--- src/rtl/dual_uart_hostbus_pkg.sv ---
package dual_uart_hostbus_pkg;
  parameter int unsigned DW       = 8;
  parameter int unsigned AW       = 3;
  parameter int unsigned NCH      = 2;
  parameter int unsigned AFR_ADDR = 5;
  parameter int unsigned MF_LSB   = 1;
  localparam int unsigned NREG    = 1 << AW;

  typedef struct packed {
    logic          cs_n;
    logic          chsel;
    logic [AW-1:0] addr;
    logic [DW-1:0] data;
  } bus_cap_t;

  typedef enum logic [1:0] {
    MF_OP2   = 2'b00,
    MF_BAUD  = 2'b01,
    MF_RXRDY = 2'b10,
    MF_IDLE  = 2'b11
  } mf_sel_e;
endpackage

--- src/rtl/hub_wr_capture.sv ---
module hub_wr_capture
  import dual_uart_hostbus_pkg::*;
(
  input  logic          clk_i,
  input  logic          rst_ni,
  input  logic          srst_i,
  input  logic          cs_n_i,
  input  logic          chsel_i,
  input  logic [AW-1:0] addr_i,
  input  logic [DW-1:0] data_i,
  input  logic          wr_n_i,
  output logic [NCH-1:0] we_o,
  output logic [AW-1:0] waddr_o,
  output logic [DW-1:0] wdata_o
);
  localparam bus_cap_t CAP_IDLE = '{cs_n: 1'b1, chsel: 1'b0, addr: '0, data: '0};

  logic     wr_s1, wr_s2;
  bus_cap_t cap_q;
  logic     commit;

  // two-stage sync on the strobe; bus fields sampled while it is low
  always_ff @(posedge clk_i or negedge rst_ni) begin
    if (!rst_ni) begin
      wr_s1 <= 1'b1;
      wr_s2 <= 1'b1;
      cap_q <= CAP_IDLE;
    end else if (srst_i) begin
      wr_s1 <= 1'b1;
      wr_s2 <= 1'b1;
      cap_q <= CAP_IDLE;
    end else begin
      wr_s1 <= wr_n_i;
      wr_s2 <= wr_s1;
      if (!wr_n_i) cap_q <= '{cs_n: cs_n_i, chsel: chsel_i, addr: addr_i, data: data_i};
    end
  end

  assign commit  = wr_s1 & ~wr_s2 & ~cap_q.cs_n & ~srst_i;
  assign waddr_o = cap_q.addr;
  assign wdata_o = cap_q.data;

  for (genvar ch = 0; ch < NCH; ch++) begin : g_we
    assign we_o[ch] = commit & (cap_q.chsel == 1'(ch));
  end

  // one strobe rise yields one commit, never two back to back
  p_single_commit_r6: assert property (@(posedge clk_i) disable iff (!rst_ni)
    (|we_o) |=> !(|we_o));
endmodule

--- src/rtl/hub_chan_regs.sv ---
module hub_chan_regs
  import dual_uart_hostbus_pkg::*;
(
  input  logic          clk_i,
  input  logic          rst_ni,
  input  logic          srst_i,
  input  logic          we_i,
  input  logic [AW-1:0] waddr_i,
  input  logic [DW-1:0] wdata_i,
  input  logic [AW-1:0] raddr_i,
  output logic [DW-1:0] rdata_o,
  input  logic          op2_n_i,
  input  logic          baud_n_i,
  input  logic          rxrdy_n_i,
  output logic          mf_n_o
);
  localparam logic [AW-1:0] AFR_IDX = AW'(AFR_ADDR);

  logic [NREG-1:0][DW-1:0] regs;
  mf_sel_e                 mf_sel;

  always_ff @(posedge clk_i or negedge rst_ni) begin
    if (!rst_ni)      regs <= '0;
    else if (srst_i)  regs <= '0;
    else if (we_i)    regs[waddr_i] <= wdata_i;
  end

  assign rdata_o = regs[raddr_i];
  assign mf_sel  = mf_sel_e'(regs[AFR_IDX][MF_LSB +: 2]);

  always_comb begin
    unique case (mf_sel)
      MF_OP2:   mf_n_o = op2_n_i;
      MF_BAUD:  mf_n_o = baud_n_i;
      MF_RXRDY: mf_n_o = rxrdy_n_i;
      default:  mf_n_o = 1'b1;
    endcase
  end

  p_hold_r3: assert property (@(posedge clk_i) disable iff (!rst_ni)
    (!we_i && !srst_i) |=> $stable(regs));
  p_write_lands_r1: assert property (@(posedge clk_i) disable iff (!rst_ni)
    (we_i && !srst_i) |=> (regs[$past(waddr_i)] == $past(wdata_i)));
  p_sreset_clear_r9: assert property (@(posedge clk_i) disable iff (!rst_ni)
    srst_i |=> (regs == '0));
endmodule

--- src/rtl/dual_uart_hostbus.sv ---
module dual_uart_hostbus
  import dual_uart_hostbus_pkg::*;
(
  input  logic           clk_i,
  input  logic           rst_ni,
  input  logic           reset_i,
  input  logic           cs_n_i,
  input  logic           chsel_i,
  input  logic [AW-1:0]  addr_i,
  input  logic           rd_n_i,
  input  logic           wr_n_i,
  input  logic [DW-1:0]  data_i,
  output logic [DW-1:0]  data_o,
  output logic           data_oe_o,
  input  logic [NCH-1:0] op2_n_i,
  input  logic [NCH-1:0] baud_n_i,
  input  logic [NCH-1:0] rxrdy_n_i,
  output logic [NCH-1:0] mf_n_o
);
  logic [NCH-1:0] we;
  logic [AW-1:0]  waddr;
  logic [DW-1:0]  wdata;
  logic [DW-1:0]  rdata [NCH];

  hub_wr_capture u_cap (
    .clk_i   (clk_i),
    .rst_ni  (rst_ni),
    .srst_i  (reset_i),
    .cs_n_i  (cs_n_i),
    .chsel_i (chsel_i),
    .addr_i  (addr_i),
    .data_i  (data_i),
    .wr_n_i  (wr_n_i),
    .we_o    (we),
    .waddr_o (waddr),
    .wdata_o (wdata)
  );

  // index 1 = channel A, index 0 = channel B (matches chsel_i value)
  for (genvar ch = 0; ch < NCH; ch++) begin : g_chan
    hub_chan_regs u_regs (
      .clk_i     (clk_i),
      .rst_ni    (rst_ni),
      .srst_i    (reset_i),
      .we_i      (we[ch]),
      .waddr_i   (waddr),
      .wdata_i   (wdata),
      .raddr_i   (addr_i),
      .rdata_o   (rdata[ch]),
      .op2_n_i   (op2_n_i[ch]),
      .baud_n_i  (baud_n_i[ch]),
      .rxrdy_n_i (rxrdy_n_i[ch]),
      .mf_n_o    (mf_n_o[ch])
    );
  end

  // read path is clockless: strobe and select only
  assign data_oe_o = ~cs_n_i & ~rd_n_i;
  assign data_o    = data_oe_o ? rdata[chsel_i] : '0;
endmodule

--- config.mk ---
export PLATFORM = sky130hd
export DESIGN_NAME = dual_uart_hostbus
export DESIGN_NICKNAME = d
export VERILOG_FILES = /design/src/rtl/dual_uart_hostbus_pkg.sv /design/src/rtl/hub_wr_capture.sv /design/src/rtl/hub_chan_regs.sv /design/src/rtl/dual_uart_hostbus.sv
export SDC_FILE = /design/constraint.sdc
export NUM_CORES = 1
export LEC_CHECK = 0
export ABC_AREA = 0
export ABC_CLOCK_PERIOD_IN_PS = 1900
export BUFFER_PORTS_ARGS = -buffer_cell sky130_fd_sc_hd__buf_4
export CAP_MARGIN = 10
export CORE_MARGIN = 1.5
export CORE_UTILIZATION = 47
export DETAILED_ROUTE_END_ITERATION = 7
export PLACE_DENSITY = 0.66
export SYNTH_ARGS = -nofsm -noshare
export SYNTH_HDL_FRONTEND = slang
export SYNTH_SLANG_ARGS = --single-unit
--- constraint.sdc ---
create_clock -name clk_i -period 1.9 [get_ports clk_i]
set_input_delay 0.38 -clock clk_i [delete_from_list [all_inputs] [get_ports clk_i]]
set_output_delay 0.38 -clock clk_i [all_outputs]
set_load 0.01 [all_outputs]
==> flow_summary.toml, run 1 <==
[synthesis]
async_reset_ff_frac = 1.00
synth-edff-count = 0
ys.flop_type = "dfrtp_1"
synthTopCellsByCount = "mux2i_1 (156), nor2_1 (145), dfrtp_1 (140)"
synth_fa_ha_area_frac = 0
synth_top_area_share = 0.490
postSynthCellCount = 598
synth_compound_area_frac = 0.0222
avgSynthCellArea_um2 = 12.0
yosysSeqAreaShare = 0.501
synth_cell_types = 32
synthSimpleGateAreaFrac = 0.127
synth_top_cell_by_area = "dfrtp_1"
synthMuxAreaShare = 0.304
ys_ff_latch = 143
yosysMostFrequentCell = "mux2i_1"
synthXorXnorAreaFrac = 0
synth.cell_area_um2 = 7150
synthTopCellsByArea = "dfrtp_1 (49%), mux2i_1 (22%), mux4_2 (8.5%)"
yosysWarnings = 0
synth_top_family_by_area = "multiplexers"
synth_nets = 622

[detailed_routing]
dr_wl_met2_mm = 7.86
wire_per_inst_um = 19.5
ant_nets = 0
viasPerCell = 5.65
drtPass1Iterations = 6
wirelength_mm = 16.4
highest_layer = "met4"
drc = 0
m1WireLength_mm = 7.81
drt_iter0_drc = 336
num_vias = 4735
wl_met3_um = 502

[cells_and_area]
syn2layout_area_growth_pct = 19.7
fin_nets = 666
finalCoreUtilization = 0.582
stdcell_area_um2 = 8550
instances_no_fill = 838
drive_gt1_frac = 0.255
antenna_cells = 0

[timing]
fmax_ghz = 0.467
layout_setup_ws_ps = -242
slew-limit-headroom = 0.529
finalCritPeriodShare = 1.13
period_minus_slack_ps = 2140
hold_violations = 0
finalSetupViolCount = 8
worst_pin_slew_ps = 707
finalMaxSlewViolations = 0
setup_tns_ps = -1590
finalClockSkew_ps = 7.69
rsz0062_at_grt = "true"

[place]
dp.cells = 797
placed_area_um2 = 7770
port_buffers = 34
hpwlAfterDp_mm = 10.5
post-place-ws_ps = -203
gp_congestion = 0.830

[global_route]
grt_usage = 0.220
grt_max_degree = 144
antenna_found_initial = 0
grt_pass1_vias = 4781
grt-ovfl-total = 0
grt_pass1_wl_mm = 26.6

[clocking]
cts_buffers = 17
clkTransAtPathRegs_ps = 60
clkLatencyLatePin_ps = 420
clk_path_buf_depth = 2
cts_tree = "yes"
cts-root-buf = "clkbuf_16"
cts_max_level = 4
cts.sinks = 143

[hold_path]
min_path_type = "in2reg"

[setup_path]
cp-start-kind = "flip-flop"
endpoint_kind = "output pin"
critPathRequiredTime_ps = 1520
crit_type = "reg2out"
cp.arrival_ps = 1760
path_max_fanout = 2

[floorplanning]
rows = 44
coreArea_um2 = 14700
die_y_um = 126
io_pins = 35
dieArea_um2 = 16000
initial_core_util = 0.486
die_x_um = 126

[power_and_ir_drop]
p_leak_nw = 4.48
power_density_nw_per_um2 = 821
peakVddDrop_v = 0.000927

[status]
outcome = "finished with violations"
violations = "negative setup slack"

[flow_run]
cap_violations = 0
[layout by cell type, fill, tap and decap left out, types with 7 or more instances in the layout]
| cell type | netlist | layout |
|---|---|---|
| mux2i_1 | 156 | 153 |
| nor2_1 | 145 | 144 |
| dfrtp_1 | 140 | 140 |
| buf_4 | 12 | 70 |
| mux4_2 | 27 | 27 |
| clkbuf_16 | 0 | 18 |
| buf_12 | 0 | 12 |
| nand4b_1 | 8 | 8 |
| nand2_1 | 7 | 7 |
[repair_timing]
action,4_1_cts,5_1_grt
hold buffers,1,0
endpoints found under the setup margin,8,12
gates cloned,0,1
pin swaps,4,6
resized for setup,1,12
buffers inserted,4,5
endpoints found under the hold margin,48,0
[sequential cells by signal, summed over array words and instances (netlist names)]
name	count
g_chan.u_regs.regs	124
u_cap.wdata_o	8
g_chan.u_regs.mf_sel	4
u_cap.waddr_o	3
u_cap.cap_q	2
u_cap.wr_s1	1
u_cap.wr_s2	1
[area by class of cell]
class | instances | area (µm²)
fill | 1171 | 6150
clock buffer | 23 | 498
inverter | 1 | 3.75
clock inverter | 8 | 128
sequential | 143 | 3580
timing repair buffer | 86 | 823
tap | 184 | 230
multi-input combinational | 393 | 3290
[layer usage]
layer | GRT usage | up-vias
met5 | 0 | -
met4 | 0.0581 | 0
met3 | 0.0485 | 20
met2 | 0.348 | 92
met1 | 0.310 | 2449
li1 | - | 2174
[through the flow]
stage	hold slack, ps	power (W)
2_1_floorplan	84.4	0.00338
3_3_place_gp	360	0.00359
3_5_place_dp	371	0.00360
4_1_cts	189	0.00708
5_1_grt	188	0.00726
6_report	202	0.00702
[critical path, stage by stage (launching register included)]
cell and delay, ps:
dfrtp_1 400, mux4_2 480, mux2i_2 180, o22ai_1 130
buf_4 160
[logic make-up (layout without fill, tap and decap cells)]
logic type | count (synthesis) | count (layout)
buffers and inverters | 62 | 118
DFF | 143 | 143
muxes | 183 | 183
and+or+nand+nor | 188 | 188
AOI/OAI and AO/OA | 22 | 22
[power breakdown]
group          switching, W  internal, W
sequential        0.0000716      0.00307
clock               0.00124      0.00224
combinational      0.000234     0.000172
total               0.00155      0.00547
[final timing paths]
check / start / end / slack [ps] / depth (start not counted)
min in group asynchronous: rst_ni / g_chan[0].u_regs.regs[46]$_DFFE_PN0P_ / 480 / 2
hold reg to reg: g_chan[0].u_regs.regs[16]$_DFFE_PN0P_ / g_chan[0].u_regs.regs[16]$_DFFE_PN0P_ / 520 / 2
max in group asynchronous: rst_ni / g_chan[1].u_regs.regs[53]$_DFFE_PN0P_ / 770 / 3
hold / removal: data_i[2] / u_cap.wdata_o[2]$_DFFE_PN0P_ / 200 / 3
setup / recovery: g_chan[0].u_regs.mf_sel[0]$_DFFE_PN0P_ / data_o[1] / -240 / 4
setup reg to reg: u_cap.wr_s1$_DFF_PN1_ / g_chan[0].u_regs.regs[30]$_DFFE_PN0P_ / 30 / 7
No activity file was read; power rests on OpenSTA's default activity.
==> run 2, diff against run 1 <==
--- a/config.mk
+++ b/config.mk
@@ -11,6 +11,7 @@
 export CAP_MARGIN = 10
 export CORE_MARGIN = 1.5
 export CORE_UTILIZATION = 47
+export CTS_BUF_LIST = sky130_fd_sc_hd__clkbuf_4
 export DETAILED_ROUTE_END_ITERATION = 7
 export PLACE_DENSITY = 0.66
 export SYNTH_ARGS = -nofsm -noshare
==> run 2 against run 1 <==
The flow still finishes with violations (negative setup slack). Combinational power about the same. Clock power down 43%. Global-route usage down 0.20 points.
==> flow_summary.toml, run 2 (same netlist as run 1, synthesis figures left out) <==
[global_route]
grt_pass1_vias = 4795
grt_usage = 0.218
grt_pass1_wl_mm = 26.4
grt-ovfl-total = 0
grt_max_degree = 144
antenna_found_initial = 1

[setup_path]
endpoint_kind = "output pin"
path_max_fanout = 2
critPathRequiredTime_ps = 1520
cp.arrival_ps = 1920
cp-startpoint = "g_chan[0].u_regs.regs[63]$_DFFE_PN0P_"
crit_path_max_incr_delay_ps = 470
crit_path_cell_trace = "mux4_2 -> a22oi_2 -> o211ai_1 -> buf_4"
rr_worst_depth = 7
cp_top_family = "multiplexers"
cpMaxStageDelayCell = "mux4_2"
r2r-end = "g_chan[0].u_regs.regs[30]$_DFFE_PN0P_"
critPathBufInv = 1
worstSetupEndpoint = "data_o[7]"
critical_path_depth = 4
r2r_slack_ps = 30
cp-start-kind = "flip-flop"
regToRegStartpoint = "u_cap.wr_s1$_DFF_PN1_"
crit_type = "reg2out"

[floorplanning]
rows = 44
coreArea_um2 = 14700
die_y_um = 126
dieArea_um2 = 16000
die_x_um = 126
initial_core_util = 0.486
io_pins = 35

[clocking]
cts_tree = "yes"
clk_path_buf_depth = 2
clkTransAtPathRegs_ps = 130
cts_buffers = 17
clkLatencyLatePin_ps = 550
cts.sinks = 143
cts-root-buf = "clkbuf_4"
cts_max_level = 4

[place]
gp_congestion = 0.830
placed_area_um2 = 7770
hpwlAfterDp_mm = 10.5
post-place-ws_ps = -203
port_buffers = 34

[power_and_ir_drop]
p_comb_frac = 0.074
power_density_nw_per_um2 = 667
seq_power_share = 0.568
swShare = 0.250
peakVddDrop_v = 0.000679
power.share.clock = 0.358
p_int_w = 0.00414
power_switching_w = 0.00138
p_leak_nw = 4.35

[cells_and_area]
stdcell_area_um2 = 8270
largest_reg_flops = 124
syn2layout_area_growth_pct = 15.7
multi_input_area_um2 = 3310
mostFrequentLayoutCell = "mux2i_1"
layout_common_cells = "mux2i_1 (152), nor2_1 (144), dfrtp_1 (140), buf_4 (69), mux4_2 (27)"
finalCoreUtilization = 0.563
fillers = 1209
fin_nets = 669
register_area_um2 = 3580
drive_gt1_frac = 0.257
top_register = "g_chan.u_regs.regs"

[timing]
fmax_ghz = 0.435
hold_violations = 0
finalSetupViolCount = 9
hold_slack_ps = 68.9
layout_setup_ws_ps = -398
finalCritPeriodShare = 1.21
rsz0062_at_grt = "true"
period_minus_slack_ps = 2300
slew-limit-headroom = 0.546
finalClockSkew_ps = 22.5
worst_pin_slew_ps = 681
setup_tns_ps = -2890
finalMaxSlewViolations = 0

[detailed_routing]
num_vias = 4705
drt_iter0_drc = 395
wire_per_inst_um = 19.4
ant_nets = 0
drc = 0
wirelength_mm = 16.3
drtPass1Iterations = 5
viasPerCell = 5.59

[status]
violations = "negative setup slack"
outcome = "finished with violations"

[hold_path]
min_path_type = "in2reg"

[flow_run]
cap_violations = 0
## run 2: layer usage
metal  vias up  track usage  part of all wire
met5         -            0                 0
met4         0       0.0500            0.0097
met3        10       0.0472             0.046
met2        92        0.348              0.48
met1      2424        0.308              0.46
li1       2179            -                 -
## run 2: power by group through the flow
stage          Combinational (W)  Sequential (W)  Clock, W
6_report                0.000409         0.00313   0.00198
2_1_floorplan           0.000246         0.00313         0
3_3_place_gp            0.000398         0.00319         0
3_5_place_dp            0.000405         0.00319         0
4_1_cts                 0.000412         0.00313   0.00202
5_1_grt                 0.000446         0.00314   0.00217
## run 2: what timing repair did
| action | 4_1_cts | 5_1_grt |
|---|---|---|
| endpoints found under the hold margin | 48 | 0 |
| gates cloned | 0 | 1 |
| setup endpoints to repair | 10 | 14 |
| hold buffers | 1 | 0 |
| gates resized for setup | 11 | 13 |
| pin swaps | 6 | 7 |
| buffers inserted | 5 | 9 |
## run 2: metrics by stage
stage	power, W	instances
2_1_floorplan	0.00338	598
3_3_place_gp	0.00359	797
3_5_place_dp	0.00360	797
4_1_cts	0.00556	834
5_1_grt	0.00575	842
6_report	0.00552	842
## run 2: worst min path at each step
stage | start | to | slack [ps] | depth (start not counted)
final | data_i[2] | u_cap.wdata_o[2]$_DFFE_PN0P_ | 70 | 3
after detailed placement | rst_ni | g_chan[0].u_regs.regs[46]$_DFFE_PN0P_ | 370 | 1
after CTS | data_i[3] | u_cap.wdata_o[3]$_DFFE_PN0P_ | 40 | 3
after global placement | rst_ni | g_chan[0].u_regs.regs[38]$_DFFE_PN0P_ | 360 | 1
after floorplan | rst_ni | g_chan[0].u_regs.mf_sel[0]$_DFFE_PN0P_ | 80 | 0
after global routing | data_i[2] | u_cap.wdata_o[2]$_DFFE_PN0P_ | 20 | 3
## run 2: tightest hold or removal path, cell delays in order
cell and delay, ps:
buf_4 80, mux2i_1 50, nor2_1 80
## run 2: area by class of cell
class | count | share of cell area
Multi-Input combinational cell | 393 | 0.400
Antenna cell | 1 | 0.000303
Sequential cell | 143 | 0.433
Tap cell | 184 | 0.0278
Timing Repair Buffer | 89 | 0.104
Clock inverter | 13 | 0.0177
Clock buffer | 18 | 0.0163
Inverter | 1 | 0.000454
==> run 3, diff against run 2 <==
--- a/config.mk
+++ b/config.mk
@@ -7,13 +7,12 @@
 export LEC_CHECK = 0
 export ABC_AREA = 0
 export ABC_CLOCK_PERIOD_IN_PS = 1900
-export BUFFER_PORTS_ARGS = -buffer_cell sky130_fd_sc_hd__buf_4
 export CAP_MARGIN = 10
 export CORE_MARGIN = 1.5
 export CORE_UTILIZATION = 47
 export CTS_BUF_LIST = sky130_fd_sc_hd__clkbuf_4
 export DETAILED_ROUTE_END_ITERATION = 7
-export PLACE_DENSITY = 0.66
+export DONT_BUFFER_PORTS = 1
 export SYNTH_ARGS = -nofsm -noshare
 export SYNTH_HDL_FRONTEND = slang
 export SYNTH_SLANG_ARGS = --single-unit
==> run 3 against run 2 <==
The flow finishes with violations (negative hold slack, negative setup slack). Sequential share of layout area grew 1.8 points. Die area is the same. Fmax grew 0.95%. Register-to-register slack gained 90 ps. Wire length shrank 1.4%. Count of clock-buffer cells in the layout shrank 1. Sequential power is essentially flat.
==> flow_summary.toml, run 3 (same netlist as run 1, synthesis figures left out) <==
[global_route]
grt_usage = 0.218
antenna_found_initial = 1
grt_pass1_wl_mm = 26.1
grt_pass1_vias = 4665
grt-ovfl-total = 0
grt_max_degree = 145

[clocking]
cts_buffers = 17
cts-root-buf = "clkbuf_4"
clkLatencyLatePin_ps = 560
cts_max_level = 4
clkTransAtPathRegs_ps = 140
cts.sinks = 143
cts_hold_buffers = 16
cts_tree = "yes"
clk_path_buf_depth = 2

[timing]
hold_slack_ps = -492
layout_setup_ws_ps = -377
finalClockSkew_ps = 24.3
finalMaxSlewViolations = 0
hold_violations = 179
slew-limit-headroom = 0.560
finalSetupViolCount = 8
fmax_ghz = 0.439
finalCritPeriodShare = 1.20
setup_tns_ps = -2550
rsz0062_at_grt = "true"
period_minus_slack_ps = 2280
worst_pin_slew_ps = 660

[cells_and_area]
finalCoreUtilization = 0.540
top_register = "g_chan.u_regs.regs"
fin_nets = 629
drive_gt1_frac = 0.196
layout_common_cells = "mux2i_1 (150), nor2_1 (145), dfrtp_1 (140), mux4_2 (27), buf_4 (26)"
syn2layout_area_growth_pct = 11.0
largest_reg_flops = 124
mostFrequentLayoutCell = "mux2i_1"
fillers = 1264

[power_and_ir_drop]
p_comb_frac = 0.035
peakVddDrop_v = 0.000427
seq_power_share = 0.586
p_int_w = 0.00408
power.share.clock = 0.379
p_leak_nw = 4.11
swShare = 0.236
power_switching_w = 0.00126
power_density_nw_per_um2 = 673

[place]
hpwlAfterDp_mm = 9.76
port_buffers = 0
gp_congestion = 0.800

[detailed_routing]
num_vias = 4576
drt_iter0_drc = 336
wirelength_mm = 16.1
viasPerCell = 5.70
wire_per_inst_um = 20.0
drc = 0
ant_nets = 0
drtPass1Iterations = 4

[flow_run]
cap_violations = 0

[setup_path]
critPathRequiredTime_ps = 1520
cp-start-kind = "flip-flop"
endpoint_kind = "output pin"
cp.arrival_ps = 1900
rr_worst_depth = 6
crit_type = "reg2out"
path_max_fanout = 2

[floorplanning]
die_x_um = 126
coreArea_um2 = 14700
die_y_um = 126
rows = 44
io_pins = 35
dieArea_um2 = 16000
initial_core_util = 0.486

[hold_path]
min_path_type = "in2async"

[status]
outcome = "finished with violations"
violations = "negative hold slack, negative setup slack"
run 3: changes by cell type in the layout (fill, tap and decap cells not counted), moves of 3 or more:
cell and delta:
buf_12 -8, buf_4 -43, buf_6 -3, dlygate4sd3_1 +15, o22ai_1 -3, o22ai_2 +3
run 3: cell type report:
class	instances	area, µm²	share of cell area
Antenna cell	1	2.50	0.000315
Clock buffer	17	128	0.0161
Clock inverter	15	166	0.0210
Inverter	1	3.75	0.000473
Multi-Input combinational cell	393	3350	0.423
Sequential cell	143	3580	0.451
Tap cell	184	230	0.0290
Timing Repair Buffer	49	469	0.0591
run 3: final timing paths:
kind / startpoint / to / slack [ps]
worst max-delay path: g_chan[0].u_regs.regs[63]$_DFFE_PN0P_ / data_o[7] / -380
worst min-delay path: rst_ni / u_cap.wdata_o[1]$_DFFE_PN0P_ / -490
worst max register to register: u_cap.wr_s1$_DFF_PN1_ / g_chan[0].u_regs.regs[38]$_DFFE_PN0P_ / 120
worst min register to register: g_chan[0].u_regs.regs[36]$_DFFE_PN0P_ / g_chan[0].u_regs.regs[36]$_DFFE_PN0P_ / 530
max in group asynchronous: rst_ni / g_chan[1].u_regs.regs[0]$_DFFE_PN0P_ / 2170
min in group clk_i: reset_i / g_chan[0].u_regs.regs[0]$_DFFE_PN0P_ / -110
run 3: timing repair:
action / 4_1_cts / 5_1_grt
pin swaps: 4 / 5
hold endpoints to repair: 286 / 271
gates resized for setup: 12 / 16
buffers inserted: 1 / 5
setup endpoints to repair: 9 / 11
run 3: worst max-delay path: stages, from the launching register on:
cell	delay (ps)
dfrtp_1	400
mux4_2	470
a22oi_1	150
o211ai_1	150
buf_4	180
run 3: power by group through the flow:
stage	Sequential (W)	Clock [W]	Combinational, W
final	0.00313	0.00203	0.000185
after global routing	0.00314	0.00226	0.000198
after CTS	0.00313	0.00209	0.000178
after detailed placement	0.00319	0	0.000146
after global placement	0.00319	0	0.000143
after floorplan	0.00313	0	0.000246
run 3: per-layer routing:
| layer | share of wire | track usage |
|---|---|---|
| met1 | 0.46 | 0.312 |
| met2 | 0.47 | 0.330 |
| met3 | 0.049 | 0.0586 |
| met4 | 0.014 | 0.0642 |
| met5 | 0 | 0 |
run 3: stage by stage:
step	hold slack, ps	instance area (µm²)	instances	power (W)	setup slack, ps
floorplan	84.4	7150	598	0.00338	14.5
global placement	89.7	7300	748	0.00333	49.6
detailed placement	89.5	7300	748	0.00334	49.0
CTS	-550	7830	797	0.00540	-400
global route	-595	7940	803	0.00559	-517
finish	-492	7940	803	0.00534	-377
